### config.mk
export PLATFORM = sky130hd
export DESIGN_NAME = spi_burst_master
export DESIGN_NICKNAME = d
export VERILOG_FILES = /design/src/rtl/spib_pkg.sv /design/src/rtl/spib_half_tick.sv /design/src/rtl/spib_rdy_gate.sv /design/src/rtl/spib_cs_drive.sv /design/src/rtl/spi_burst_master.sv
export SDC_FILE = /design/constraint.sdc
export NUM_CORES = 1
export LEC_CHECK = 0
export CAP_MARGIN = 5
export CORE_MARGIN = 8
export CORE_UTILIZATION = 44
export DETAILED_ROUTE_END_ITERATION = 10
export DONT_BUFFER_PORTS = 1
export PLACE_DENSITY_LB_ADDON = 0.15
export REMOVE_ABC_BUFFERS = 1
export SYNTH_ARGS = -nofsm -noshare
export SYNTH_HDL_FRONTEND = slang
export SYNTH_SLANG_ARGS = --single-unit
### constraint.sdc
create_clock -name clk -period 5.8 [get_ports clk]
set_input_delay 1.16 -clock clk [delete_from_list [all_inputs] [get_ports clk]]
set_output_delay 1.16 -clock clk [all_outputs]
set_load 0.01 [all_outputs]
### src/rtl/spib_pkg.sv
// Shared types for the burst SPI master engine.
// Assumes: included first in compile order.
package spib_pkg;
    typedef enum logic [2:0] {
        S_IDLE,
        S_WAIT,
        S_LOAD,
        S_SHIFT,
        S_GAP
    } spib_state_e;

    localparam logic [1:0] RDY_NONE  = 2'd0;
    localparam logic [1:0] RDY_FALL  = 2'd1;
    localparam logic [1:0] RDY_LEVEL = 2'd2;
endpackage

### src/rtl/spib_half_tick.sv
// Half-period tick generator for the serial clock.
// Counts core cycles while run is high and pulses tick on the last cycle of
// each half period of 2^(rate+1) cycles. Clears whenever run is low.
// Assumes: rate is stable while run is high.
module spib_half_tick #(
    parameter int RATE_W = 3
) (
    input  logic              clk,
    input  logic              rst_n,
    input  logic              run,
    input  logic [RATE_W-1:0] rate,
    output logic              tick
);
    localparam int CNT_W = (1 << RATE_W) + 1;

    logic [CNT_W-1:0] cnt;
    logic [CNT_W-1:0] half_m1;

    // Last count value of one half period.
    always_comb half_m1 = (CNT_W'(1) << (int'(rate) + 1)) - CNT_W'(1);

    assign tick = run && (cnt == half_m1);

    // Half-period counter, restarted outside of shifting.
    always_ff @(posedge clk) begin
        if (!rst_n || !run || tick) begin
            cnt <= '0;
        end else begin
            cnt <= cnt + CNT_W'(1);
        end
    end

    // the counter never passes the end of a half period.
    p_cnt_bound_r2: assert property (@(posedge clk) disable iff (!rst_n)
        run |-> (cnt <= half_m1));
endmodule

### src/rtl/spib_rdy_gate.sv
// Burst start gate on the external ready line.
// Produces go when the selected rule allows the burst to begin: always,
// on a sampled falling edge, or while the line is high.
// Assumes: rdy_in is synchronous to clk.
module spib_rdy_gate
    import spib_pkg::*;
(
    input  logic       clk,
    input  logic       rst_n,
    input  logic [1:0] mode,
    input  logic       rdy_in,
    output logic       go
);
    logic rdy_q;

    // Previous-cycle copy of the ready line for edge detection.
    always_ff @(posedge clk) begin
        if (!rst_n) rdy_q <= 1'b0;
        else        rdy_q <= rdy_in;
    end

    // Rule selection.
    always_comb begin
        unique case (mode)
            RDY_FALL:  go = rdy_q && !rdy_in;
            RDY_LEVEL: go = rdy_in;
            default:   go = 1'b1;
        endcase
    end

    // in edge mode, permission only follows a high-to-low transition.
    p_fall_go_r7: assert property (@(posedge clk) disable iff (!rst_n)
        (mode == RDY_FALL && go) |-> $fell(rdy_in));
endmodule

### src/rtl/spib_cs_drive.sv
// Chip-select output stage.
// Drives the selected line to the active level while active is high and
// holds every other line at the inactive level.
// Assumes: sel is stable for the whole burst.
module spib_cs_drive #(
    parameter int NCS = 4
) (
    input  logic                   active,
    input  logic [$clog2(NCS)-1:0] sel,
    input  logic                   act_high,
    output logic [NCS-1:0]         cs_o
);
    localparam int SEL_W = $clog2(NCS);

    for (genvar i = 0; i < NCS; i++) begin : g_cs
        // One output line per select index.
        assign cs_o[i] = (active && (sel == SEL_W'(i))) ? act_high : ~act_high;
    end
endmodule

### src/rtl/spi_burst_master.sv
// Burst SPI master engine top.
// Captures the configuration on start and waits for the ready rule. It then
// moves cfg_words words between the valid/ready transmit port and the
// receive strobe, and pulses done after the last word.
// Assumes: synchronous active-low reset; miso is synchronous to clk.
module spi_burst_master
    import spib_pkg::*;
#(
    parameter int DATA_W  = 32,
    parameter int LEN_W   = 6,
    parameter int BURST_W = 7,
    parameter int RATE_W  = 3,
    parameter int GAP_W   = 15,
    parameter int NCS     = 4
) (
    input  logic                   clk,
    input  logic                   rst_n,
    input  logic                   cfg_enable,
    input  logic                   cfg_cpol,
    input  logic                   cfg_cpha,
    input  logic                   cfg_cs_high,
    input  logic [$clog2(NCS)-1:0] cfg_cs_sel,
    input  logic [1:0]             cfg_rdy_mode,
    input  logic [RATE_W-1:0]      cfg_rate,
    input  logic [LEN_W-1:0]       cfg_bits_m1,
    input  logic [BURST_W-1:0]     cfg_words,
    input  logic [GAP_W-1:0]       cfg_gap,
    input  logic                   start,
    input  logic [DATA_W-1:0]      tx_data,
    input  logic                   tx_valid,
    output logic                   tx_ready,
    output logic [DATA_W-1:0]      rx_data,
    output logic                   rx_valid,
    output logic                   done,
    input  logic                   rdy_in,
    output logic                   sclk,
    output logic                   mosi,
    input  logic                   miso,
    output logic [NCS-1:0]         cs_o
);
    localparam int IDX_W  = $clog2(DATA_W);
    localparam int WCNT_W = BURST_W + 1;
    localparam int SEL_W  = $clog2(NCS);

    spib_state_e         st;
    logic                cpol_l, cpha_l, csh_l;
    logic [SEL_W-1:0]    sel_l;
    logic [1:0]          mode_l;
    logic [RATE_W-1:0]   rate_l;
    logic [IDX_W-1:0]    blen_l;
    logic [GAP_W-1:0]    gap_l, gap_cnt;
    logic [WCNT_W-1:0]   words_left;
    logic [IDX_W-1:0]    bitcnt;
    logic                ph;
    logic [DATA_W-1:0]   tx_sh, rx_sh;
    logic [DATA_W-1:0]   rx_data_q;
    logic                rx_valid_q, done_q;
    logic [IDX_W-1:0]    bits_eff;
    logic [WCNT_W-1:0]   burst_eff;
    logic                tick, go, in_burst, act_high;

    // Word length clamped to the data path width.
    always_comb bits_eff = (int'(cfg_bits_m1) >= DATA_W) ? IDX_W'(DATA_W - 1)
                                                         : cfg_bits_m1[IDX_W-1:0];
    // Word count, with zero meaning the largest burst.
    always_comb burst_eff = (cfg_words == '0) ? WCNT_W'(1 << BURST_W)
                                              : WCNT_W'(cfg_words);

    spib_half_tick #(.RATE_W(RATE_W)) u_tick (
        .clk  (clk),
        .rst_n(rst_n),
        .run  (st == S_SHIFT),
        .rate (rate_l),
        .tick (tick)
    );

    spib_rdy_gate u_gate (
        .clk   (clk),
        .rst_n (rst_n),
        .mode  (mode_l),
        .rdy_in(rdy_in),
        .go    (go)
    );

    // Burst sequencer: capture, gating, word load, bit shifting, gaps.
    always_ff @(posedge clk) begin
        if (!rst_n) begin
            st         <= S_IDLE;
            cpol_l     <= 1'b0;
            cpha_l     <= 1'b0;
            csh_l      <= 1'b0;
            sel_l      <= '0;
            mode_l     <= RDY_NONE;
            rate_l     <= '0;
            blen_l     <= '0;
            gap_l      <= '0;
            gap_cnt    <= '0;
            words_left <= '0;
            bitcnt     <= '0;
            ph         <= 1'b0;
            tx_sh      <= '0;
            rx_sh      <= '0;
            rx_data_q  <= '0;
            rx_valid_q <= 1'b0;
            done_q     <= 1'b0;
        end else begin
            rx_valid_q <= 1'b0;
            done_q     <= 1'b0;
            if (!cfg_enable) begin
                st <= S_IDLE;
            end else begin
                unique case (st)
                    S_IDLE: if (start) begin
                        cpol_l     <= cfg_cpol;
                        cpha_l     <= cfg_cpha;
                        csh_l      <= cfg_cs_high;
                        sel_l      <= cfg_cs_sel;
                        mode_l     <= cfg_rdy_mode;
                        rate_l     <= cfg_rate;
                        blen_l     <= bits_eff;
                        gap_l      <= cfg_gap;
                        words_left <= burst_eff;
                        st         <= S_WAIT;
                    end
                    S_WAIT: if (go) st <= S_LOAD;
                    S_LOAD: if (tx_valid) begin
                        tx_sh  <= tx_data;
                        rx_sh  <= '0;
                        bitcnt <= blen_l;
                        ph     <= 1'b0;
                        st     <= S_SHIFT;
                    end
                    S_SHIFT: if (tick) begin
                        if (!ph) begin
                            rx_sh <= {rx_sh[DATA_W-2:0], miso};
                            ph    <= 1'b1;
                        end else begin
                            ph <= 1'b0;
                            if (bitcnt == '0) begin
                                rx_data_q  <= rx_sh;
                                rx_valid_q <= 1'b1;
                                words_left <= words_left - WCNT_W'(1);
                                if (words_left == WCNT_W'(1)) begin
                                    done_q <= 1'b1;
                                    st     <= S_IDLE;
                                end else if (gap_l != '0) begin
                                    gap_cnt <= gap_l - GAP_W'(1);
                                    st      <= S_GAP;
                                end else begin
                                    st <= S_LOAD;
                                end
                            end else begin
                                bitcnt <= bitcnt - IDX_W'(1);
                                tx_sh  <= tx_sh << 1;
                            end
                        end
                    end
                    S_GAP: begin
                        if (gap_cnt == '0) st <= S_LOAD;
                        else               gap_cnt <= gap_cnt - GAP_W'(1);
                    end
                    default: st <= S_IDLE;
                endcase
            end
        end
    end

    // Output decode from sequencer state.
    assign in_burst = (st == S_LOAD) || (st == S_SHIFT) || (st == S_GAP);
    assign act_high = (st == S_IDLE) ? cfg_cs_high : csh_l;
    assign sclk     = (st == S_SHIFT) ? (cpol_l ^ ph ^ cpha_l)
                    : ((st == S_IDLE) ? cfg_cpol : cpol_l);
    assign mosi     = (st == S_SHIFT) ? tx_sh[blen_l] : 1'b0;
    assign tx_ready = (st == S_LOAD) && cfg_enable;
    assign rx_data  = rx_data_q;
    assign rx_valid = rx_valid_q;
    assign done     = done_q;

    spib_cs_drive #(.NCS(NCS)) u_cs (
        .active  (in_burst),
        .sel     (sel_l),
        .act_high(act_high),
        .cs_o    (cs_o)
    );

    // a low enable returns the sequencer to idle on the next edge.
    p_off_idle_r1: assert property (@(posedge clk) disable iff (!rst_n)
        !cfg_enable |=> (st == S_IDLE));

    // completion never arrives without the last word's strobe.
    p_done_with_rx_r10: assert property (@(posedge clk) disable iff (!rst_n)
        done |-> rx_valid);

    // at most one chip select is at its active level.
    p_cs_single_r6: assert property (@(posedge clk) disable iff (!rst_n)
        $onehot0(act_high ? cs_o : ~cs_o));

    // a missing word freezes the sequencer and the serial clock.
    p_stall_hold_r9: assert property (@(posedge clk) disable iff (!rst_n)
        (cfg_enable && st == S_LOAD && !tx_valid) |=> (st == S_LOAD && $stable(sclk)));

    // level mode keeps waiting while the ready line is low.
    p_wait_level_r7: assert property (@(posedge clk) disable iff (!rst_n)
        (cfg_enable && st == S_WAIT && mode_l == RDY_LEVEL && !rdy_in) |=> (st == S_WAIT));

    // the bit counter stays within the configured word.
    p_bit_bound_r4: assert property (@(posedge clk) disable iff (!rst_n)
        (st == S_SHIFT) |-> (bitcnt <= blen_l));
endmodule

==> results of run 1 <==
[cells by family after synthesis]
family | after synthesis | share of synthesized area [%]
mux | 98 | 13.7
fa+ha+maj | 9 | 1.39
other cells | 1 | 0.0463
flops | 170 | 42.0
buf+inv | 75 | 4.49
compound gates | 172 | 15.2
simple gates | 335 | 20.0
xor+xnor | 30 | 3.24
[power by group through the flow]
stage | registers [mW] | logic, mW | clock network [mW]
finish | 1.22 | 0.207 | 1.08
detailed placement | 1.24 | 0.206 | 0
global route | 1.22 | 0.231 | 1.16
floorplan | 1.24 | 0.166 | 0
global placement | 1.24 | 0.201 | 0
CTS | 1.22 | 0.207 | 1.11
[state kept, by name, summed over array words and instances (netlist names)]
register / count
mode_l: 2
bitcnt: 5
tx_sh: 32
u_gate.rdy_q: 1
sel_l: 2
rate_l: 3
st: 3
gap_cnt: 15
cpol_l: 1
blen_l: 5
gap_l: 15
words_left: 8
done: 1
cpha_l: 1
rx_valid: 1
u_tick.cnt: 9
rx_data: 32
rx_sh: 32
csh_l: 1
ph: 1
[final timing paths]
kind	end	slack [ps]	cells past startpoint
worst min register to register	csh_l$_SDFFE_PN0P_	460	2
worst max-delay path	sclk	1880	3
worst min-delay path	csh_l$_SDFFE_PN0P_	460	2
worst max register to register	bitcnt[2]$_SDFFE_PN0P_	2130	8
[stage by stage]
stage	instance area, um^2	instances
after CTS	8690	1094
after floorplan	7780	826
after global routing	8690	1094
final	8690	1094
after detailed placement	8130	1062
after global placement	8130	1062
[cell type report]
class / instances / share of cell area, %
multi-input combinational: 645 / 50.0
sequential: 170 / 39.2
clock buffer: 18 / 5.05
tap: 229 / 3.30
clock inverter: 14 / 1.45
timing repair buffer: 7 / 0.605
inverter: 11 / 0.475
[critical path, cell delays in order, from the launching register on]
cell	delay [ps]
dfxtp_1	520
nor2b_1	560
and2_0	840
o21ai_0	430
[synthesized netlist by cell type, drive strengths merged, types with 2 or more instances]
library cell | number | area [um^2]
o21ai | 20 | 100
a2111oi | 2 | 36.3
and4b | 2 | 20.0
nor3 | 32 | 171
nor4 | 13 | 133
mux4 | 10 | 225
and3 | 6 | 37.5
dfxtp | 170 | 3400
nor4b | 3 | 26.3
o31a | 2 | 17.5
nand4 | 5 | 31.3
nor2b | 5 | 31.3
a32o | 4 | 40.0
and3b | 2 | 17.5
and2 | 8 | 52.6
inv | 11 | 41.3
o22ai | 3 | 18.8
nor3b | 3 | 22.5
ha | 9 | 113
o211ai | 12 | 90.1
a211oi | 32 | 240
nor2 | 101 | 379
a22o | 33 | 289
buf | 28 | 188
xnor2 | 17 | 149
nand3b | 4 | 30.0
or4 | 6 | 52.6
o31ai | 2 | 28.8
or2 | 3 | 18.8
xor2 | 13 | 114
a21oi | 44 | 220
mux2i | 88 | 881
or3 | 7 | 43.8
a31oi | 4 | 25.0
clkbuf | 36 | 135
nand2 | 110 | 415
nand3 | 22 | 110
[cell usage in the layout (no fill, tap or decap), types with 3 or more instances in the layout]
master      instances
dfxtp_1           170
nand2_1           108
nor2_1            101
mux2i_1            88
a21oi_1            44
a22o_1             33
a211oi_1           32
nor3_1             31
nand3_1            22
o21ai_0            19
xnor2_1            17
clkbuf_16          17
xor2_1             13
o211ai_1           12
inv_1              10
mux4_2             10
nor4_1              9
ha_1                9
or3_1               7
buf_4               7
and2_1              6
and3_1              6
nor2b_1             5
nand4_1             5
clkinvlp_4          5
or4_1               4
nand3b_1            4
a31oi_1             4
a32o_1              4
inv_6               4
inv_8               4
nor4b_1             3
nor4_4              3
o22ai_1             3
[routing by layer]
metal	vias up	routed length [um]	GRT usage [%]
met5	-	0	0
met4	0	206	4.51
met3	16	1340	5.82
met2	142	9080	26.9
met1	2932	8420	20.4
li1	3118	-	-
==> metrics, run 1 <==
status complete, no violations; RSZ-0062 raised after global routing false; CTS Buf Count 17; Final HPWL DP 13200 um; Vias 6208; Reg2Reg Launch Point rate_l[1]$_SDFFE_PN0P_; worst-margin pin slew 1200 ps; Final WS setup 1880 ps; critical path class flip-flop to primary output; die area 23000 um^2; multi-input logic area 4340 um^2; EDFF count, synth 0; Leak 3.14 nW; Final Wtd Congestion 0.856; asr flop ratio synth 0%; cts hold-fix bufs 0; final setup fails 0; die height 152 um; setup bufs post-CTS 0; CTS resizes 0; P_int 1.85 mW; Clock Power Share 43.2%; synth unique cells 70; Mean Syn Cell Area 9.10 um^2; register bit count reported by yosys 170; Final min period 3920 ps; Overflow after GRT 0; TNS Setup 0 ps; largest net degree at the start of global routing 66; Final ANT Viol Nets 0; Worst Hold Launch csh_l$_SDFFE_PN0P_; Reg power frac 48.6%; Setup WS pre-CTS 2160 ps; total power 2.51 mW; Rows 49; hold_ws 459 ps; dominant synthesized flop cell dfxtp_1; CTS tree built; area growth from synthesis to final layout 7.27%; CP Launch Type flip-flop; Highest Clock Rate 255 MHz; H-tree depth 4; HP Class flip-flop to flip-flop; Max IR drop VDD 0.227 mV; DR vias/cell 5.67; DRC errors left 0; fin nets 938; fraction of layout cells with a size suffix above 1 8.09%; sequential cell area 3400 um^2; DR WL/cell 17.4 um; clock buffer depth 2; Inserted Diodes 0; drt first pass iters 5; antenna violations before repair 0; post-route clock period utilization 67.6%; Slew headroom 19.7%; Fill cells 1688; clock latency on the worst-skew pair 420 ps; GRT Util Overall 16.5%; YS warnings 0; initial core utilization 45.0%; top-level I/O count 118; logic gate share of total power 8.2%; CP endpoint kind primary output; Final Util 48.2%; crit path launch st[1]$_SDFFE_PN0P_; DRT Wirelength 19000 um; Iter 0 DRT Violations 331; synthesized area 8100 um^2; CP arrival 2760 ps; Die Wd 152 um; clock slew at reported path FFs 70 ps; Worst Skew 13.6 ps; Core Region 18000 um^2; Clock Sink Count 170; number of global-route vias before repair 5944; Cells after Synth 890; Seq/Total Area, Yosys 42.0%; # port buffers 0; Final Hold Violating Endpoints 0; pins over their slew limit 0; Psw 655 uW; root buf cell clkbuf_16; first-pass GRT wire length 30700 um; maxcap violations 0; Power Density 288 nW/um^2; sw frac 26.1%; Worst EP required 4640 ps; crit path max fanout 14
No activity file was read; power rests on OpenSTA's default activity.
==> run 2, diff against run 1 <==
- ABC_AREA: not set -> 1
- clock period: 5.8 -> 3.52 ns (I/O delays scaled with it)
==> run 2 against run 1 <==
- cell count grew 40%
- global-route usage is 1.4 points higher
- worst setup slack worse by 1200 ps
- sequential share of layout area shrank 2.6 points
- critical endpoint is now mosi
==> metrics, run 2 <==
clock latency on the worst-skew pair 440 ps (+20 ps); Hold Crit Depth 2 (unchanged); area leader, netlist dfxtp_1; Min-Delay Endpoint u_gate.rdy_q$_SDFF_PN0_; CTS resizes 0 (unchanged); CP endpoint kind primary output; post-route clock period utilization 81.9%; Cells after Synth 1299 (+46%); commonest cells in the synthesized netlist 289 x nand2_1, 170 x dfxtp_1, 164 x inv_1; GRT Util Overall 17.9% (+1.4 points); critical path class flip-flop to primary output; Yosys top cell area share 39.5% (-2.5 points); status complete, no violations; RSZ-0062 raised after global routing false; hold_ws 372 ps (-86.6 ps); Core Region 19300 um^2 (+7.3%); number of placed cells counting well taps 1504 (+42%); synthesized area 8620 um^2 (+6.4%); Clock Sink Count 170 (unchanged); worst-margin pin slew 788 ps (-416 ps); maxcap violations 0 (unchanged); fin nets 1344 (+43%); DRC errors left 0 (unchanged); cts hold-fix bufs 0 (unchanged); CP arrival 2180 ps (-580 ps); FF-to-FF End words_left[5]$_SDFFE_PN0P_; Final Wtd Congestion 0.849 (-0.86%); dominant synthesized flop cell dfxtp_1; antenna violations before repair 0 (unchanged); most frequent cells in the layout 288 x nand2_1, 170 x dfxtp_1, 164 x inv_1, 144 x nor2_1, 128 x o21ai_0; CTS Buf Count 17 (unchanged); Rows 51 (+4.1%); Overflow after GRT 0 (unchanged); Slew headroom 47.4% (+28 points); Vias 7722 (+24%); die height 156 um (+2.8%); DRT Wirelength 21500 um (+13%); Final Util 48.2% (about the same); Iter 0 DRT Violations 584 (+76%); die area 24300 um^2 (+5.7%); Seq/Total Area, Yosys 39.5% (-2.5 points); setup bufs post-CTS 0 (unchanged); TNS Setup 0 ps (unchanged); pins over their slew limit 0 (unchanged); Worst EP required 2820 ps (-1820 ps); clock buffer depth 2 (unchanged); EDFF count, synth 0 (unchanged); synth unique cells 43 (-39%); first-pass GRT wire length 35800 um (+16%); initial core utilization 44.6% (-0.37 points); asr flop ratio synth 0% (unchanged); Leak 4.10 nW (+31%); YS warnings 0 (unchanged); Inserted Diodes 0 (unchanged); # port buffers 0 (unchanged); Final Hold Violating Endpoints 0 (unchanged); FF-to-FF path depth 15 (+7); Fill cells 2024 (+20%); register bit count reported by yosys 170 (unchanged); clock slew at reported path FFs 70 ps (about the same); Worst Skew 17.1 ps (+3.56 ps); root buf cell clkbuf_16; Max IR drop VDD 0.342 mV (+51%); Reg2Reg Setup Slack 860 ps (-1270 ps); CTS tree built; fraction of layout cells with a size suffix above 1 6.37% (-1.7 points); crit path max fanout 11 (-3); Power Density 485 nW/um^2 (+68%); Die Wd 156 um (+2.8%); Final HPWL DP 14400 um (+9.3%); DR vias/cell 5.03 (-11%); Highest Clock Rate 347 MHz; HP Class primary input to flip-flop; Final min period 2880 ps; CP Launch Type flip-flop; most frequent cell after synthesis nand2_1; Reg2Reg Launch Point rate_l[1]$_SDFFE_PN0P_; largest net degree at the start of global routing 118 (+79%); most common cell after layout, fill and taps aside nand2_1; fin cells 1536 (+40%); Final ANT Viol Nets 0 (unchanged); Mean Syn Cell Area 6.64 um^2 (-27%); DR WL/cell 14.0 um (-19%); drt first pass iters 5 (unchanged); top cells by area, synth dfxtp_1 39%, nand2_1 13%, o21ai_0 7.4%, a21oi_1 7.3%, inv_1 7.1%; H-tree depth 4 (unchanged); Worst Hold Launch rdy_in; number of global-route vias before repair 7154 (+20%); top-level I/O count 118 (unchanged); total power 4.52 mW (+80%); area growth from synthesis to final layout 8.11%; final setup fails 0 (unchanged)
## run 2: through the flow
step / setup WS [ps] / instance area (um^2)
2_1_floorplan: -402 / 8280
3_3_place_gp: 878 / 8700
3_5_place_dp: 847 / 8700
4_1_cts: 621 / 9320
5_1_grt: 368 / 9320
6_report: 639 / 9320
## run 2: per-layer routing
layer,GRT usage (%),vias to the layer above,part of all wire [%]
met5,0,-,0
met4,5.50,0,1.3
met3,4.32,15,5.8
met2,28.2,171,45
met1,23.7,3445,48
li1,-,4091,-
## run 2: cell families (layout without fill, tap and decap cells)
family | Yosys count | count (layout) | synth area share, %
compound gates | 279 | 279 | 16.9
xor+xnor | 17 | 17 | 1.73
fa+ha+maj | 9 | 9 | 1.31
buf+inv | 241 | 213 | 11.3
flops | 170 | 170 | 39.5
other cells | 1 | 1 | 0.0435
simple gates | 582 | 582 | 29.3
## run 2: worst max-delay path by stage
stage                                      start                endpoint  cells past startpoint
after floorplan               st[2]$_SDFFE_PN0P_                    sclk                      5
after global placement    rate_l[1]$_SDFFE_PN0P_  rx_sh[18]$_SDFFE_PN0P_                     14
after detailed placement  rate_l[1]$_SDFFE_PN0P_   rx_sh[1]$_SDFFE_PN0P_                     14
after CTS                 blen_l[1]$_SDFFE_PN0P_                    mosi                      8
after global routing      blen_l[1]$_SDFFE_PN0P_                    mosi                      8
final                     blen_l[1]$_SDFFE_PN0P_                    mosi                      8
## run 2: power by group
| group | internal (mW) | switching (mW) | total, mW |
|---|---|---|---|
| logic | 0.182 | 0.376 | 0.558 |
| registers | 1.99 | 0.0357 | 2.02 |
| clock network | 1.03 | 0.906 | 1.94 |
| total | 3.20 | 1.32 | 4.52 |
## run 2: worst max-delay path: stages (launching register included)
cell	delay (ps)
dfxtp_1	540
inv_1	310
o21ai_0	150
a21oi_1	60
o21ai_0	200
nand3_1	100
nand3_1	90
nand2_1	50
nor2_1	250
## run 2: final cells by class
type,count,area (um^2),share of cell area [%]
Multi-Input combinational cell,888,4250,45.6
Sequential cell,170,3400,36.5
Inverter,170,638,6.85
Clock buffer,17,425,4.56
Tap cell,265,332,3.56
Clock inverter,15,193,2.07
Timing Repair Buffer,11,82.6,0.886
==> run 3, diff against run 2 <==
- clock period: 3.52 -> 2.95 ns (I/O delays scaled with it)
==> run 3 against run 2 <==
- critical path type unchanged
- worst setup slack worse by 380 ps
- die area is the same
- clock power rose by 20%
- power rose by 20%
==> metrics, run 3 (same netlist as run 2, synthesis figures left out) <==
status complete, no violations; highest routed layer met4; Vias 7726 (+0.052%); sw frac 29.3% (+0.19 points); crit path max fanout 10 (-1); CTS tree built; number of global-route vias before repair 7164 (+0.14%); Worst EP required 2360 ps (-460 ps); cts hold-fix bufs 0 (unchanged); P_int 3.82 mW (+19%); DRT Wirelength 21300 um (-1.2%); Overflow after GRT 0 (unchanged); fin nets 1349 (+0.37%); Psw 1.59 mW (+20%); area growth from synthesis to final layout 8.62%; Worst Skew 14.4 ps (-2.77 ps); HP Class primary input to flip-flop; worst-margin pin slew 669 ps (-119 ps); fin cells 1542 (+0.39%); Final WS setup 259 ps (-380 ps); CTS Buf Count 17 (unchanged); Power Density 578 nW/um^2 (+19%); Final Hold Violating Endpoints 0 (unchanged); drt first pass iters 5 (unchanged); number of placed cells counting well taps 1509 (+0.33%); die area 24300 um^2 (unchanged); Leak 4.12 nW (+0.45%); logic gate share of total power 12.5% (+0.2 points); # port buffers 0 (unchanged); Slew headroom 55.4% (+8.0 points); Final HPWL DP 14400 um (about the same); root buf cell clkbuf_16; clock slew at reported path FFs 60 ps (about the same); post-route clock period utilization 91.2%; Die Wd 156 um (unchanged); TNS Setup 0 ps (unchanged); DR WL/cell 13.8 um (-1.6%); RSZ-0062 raised after global routing false; Post-Route M1 WL 10400 um (about the same); setup bufs post-CTS 0 (unchanged); die height 156 um (unchanged); Clock Sink Count 170 (unchanged); first-pass GRT wire length 35700 um (-0.29%); antenna violations before repair 1 (+1); Fill cells 2013 (-0.54%); Iter 0 DRT Violations 497 (-15%); Final ANT Viol Nets 0 (unchanged); Final min period 2690 ps; Highest Clock Rate 372 MHz; clock latency on the worst-skew pair 440 ps (about the same); Max IR drop VDD 0.315 mV (-7.9%); CP endpoint kind primary output; critical path class flip-flop to primary output; met3 wire length 1190 um (-4.7%); final setup fails 0 (unchanged); initial core utilization 44.6% (unchanged); Clock Power Share 43.0% (about the same); CTS resizes 0 (unchanged); most frequent cells in the layout 288 x nand2_1, 170 x dfxtp_1, 164 x inv_1, 144 x nor2_1, 128 x o21ai_0; GRT Util Overall 17.9% (-0.041 points); DR vias/cell 5.01 (-0.34%); most common cell after layout, fill and taps aside nand2_1; largest net degree at the start of global routing 118 (unchanged); CP arrival 2100 ps (-80 ps); Rows 51 (unchanged); Reg power frac 44.6% (about the same); fraction of layout cells with a size suffix above 1 6.74% (+0.37 points); Setup WS pre-CTS 526 ps (-321 ps); H-tree depth 4 (unchanged); pins over their slew limit 0 (unchanged); CP Launch Type flip-flop; Core Region 19300 um^2 (unchanged); top-level I/O count 118 (unchanged); wire length on met2 9430 um (-2.4%); maxcap violations 0 (unchanged); clock buffer depth 2 (unchanged); DRC errors left 0 (unchanged); hold_ws 260 ps (-112 ps); Final Wtd Congestion 0.861 (+1.5%)
[run 3: power by group through the flow]
stage | clock, mW | combinational (mW) | sequential (mW)
floorplan | 0 | 0.517 | 2.46
finish | 2.33 | 0.674 | 2.41
global placement | 0 | 0.667 | 2.46
CTS | 2.37 | 0.676 | 2.41
global route | 2.48 | 0.783 | 2.42
detailed placement | 0 | 0.670 | 2.46
[run 3: final timing paths]
path / from / to / slack, ps / cells after the start
worst max-delay path: st[2]$_SDFFE_PN0P_ / sclk / 260 / 8
worst min-delay path: rdy_in / u_gate.rdy_q$_SDFF_PN0_ / 260 / 2
worst max register to register: rate_l[2]$_SDFFE_PN0P_ / gap_cnt[7]$_SDFFE_PN0P_ / 480 / 14
worst min register to register: csh_l$_SDFFE_PN0P_ / csh_l$_SDFFE_PN0P_ / 450 / 2
[run 3: layer usage]
layer  vias to the layer above  GRT usage (%)
met2                       151           28.2
met4                         0           5.18
met5                         -              0
li1                       4100              -
met1                      3452           23.6
met3                        23           4.49
[run 3: per-stage QoR]
| step | util [%] | total power, mW | instance area, um^2 |
|---|---|---|---|
| 4_1_cts | 48.4 | 5.46 | 9360 |
| 3_5_place_dp | 45.2 | 3.13 | 8740 |
| 6_report | 48.4 | 5.41 | 9360 |
| 2_1_floorplan | - | 2.97 | 8280 |
| 3_3_place_gp | 45.2 | 3.13 | 8740 |
| 5_1_grt | 48.4 | 5.68 | 9360 |
[run 3: critical path, cell delays in order, from the launching register on]
cell	delay, ps
dfxtp_1	560
inv_2	100
nand3_2	190
inv_1	180
buf_4	200
a21oi_1	100
o21ai_0	90
o211ai_1	90
buf_4	170
[run 3: final cells by class]
cell class                 instances  area (um^2)  area share, %
multi-input combinational        888         4250           45.4
sequential                       170         3400           36.3
inverter                         170          638           6.81
clock buffer                      17          425           4.54
tap                              265          332           3.54
clock inverter                    15          196           2.10
timing repair buffer              16          120           1.28
antenna                            1         2.50         0.0267
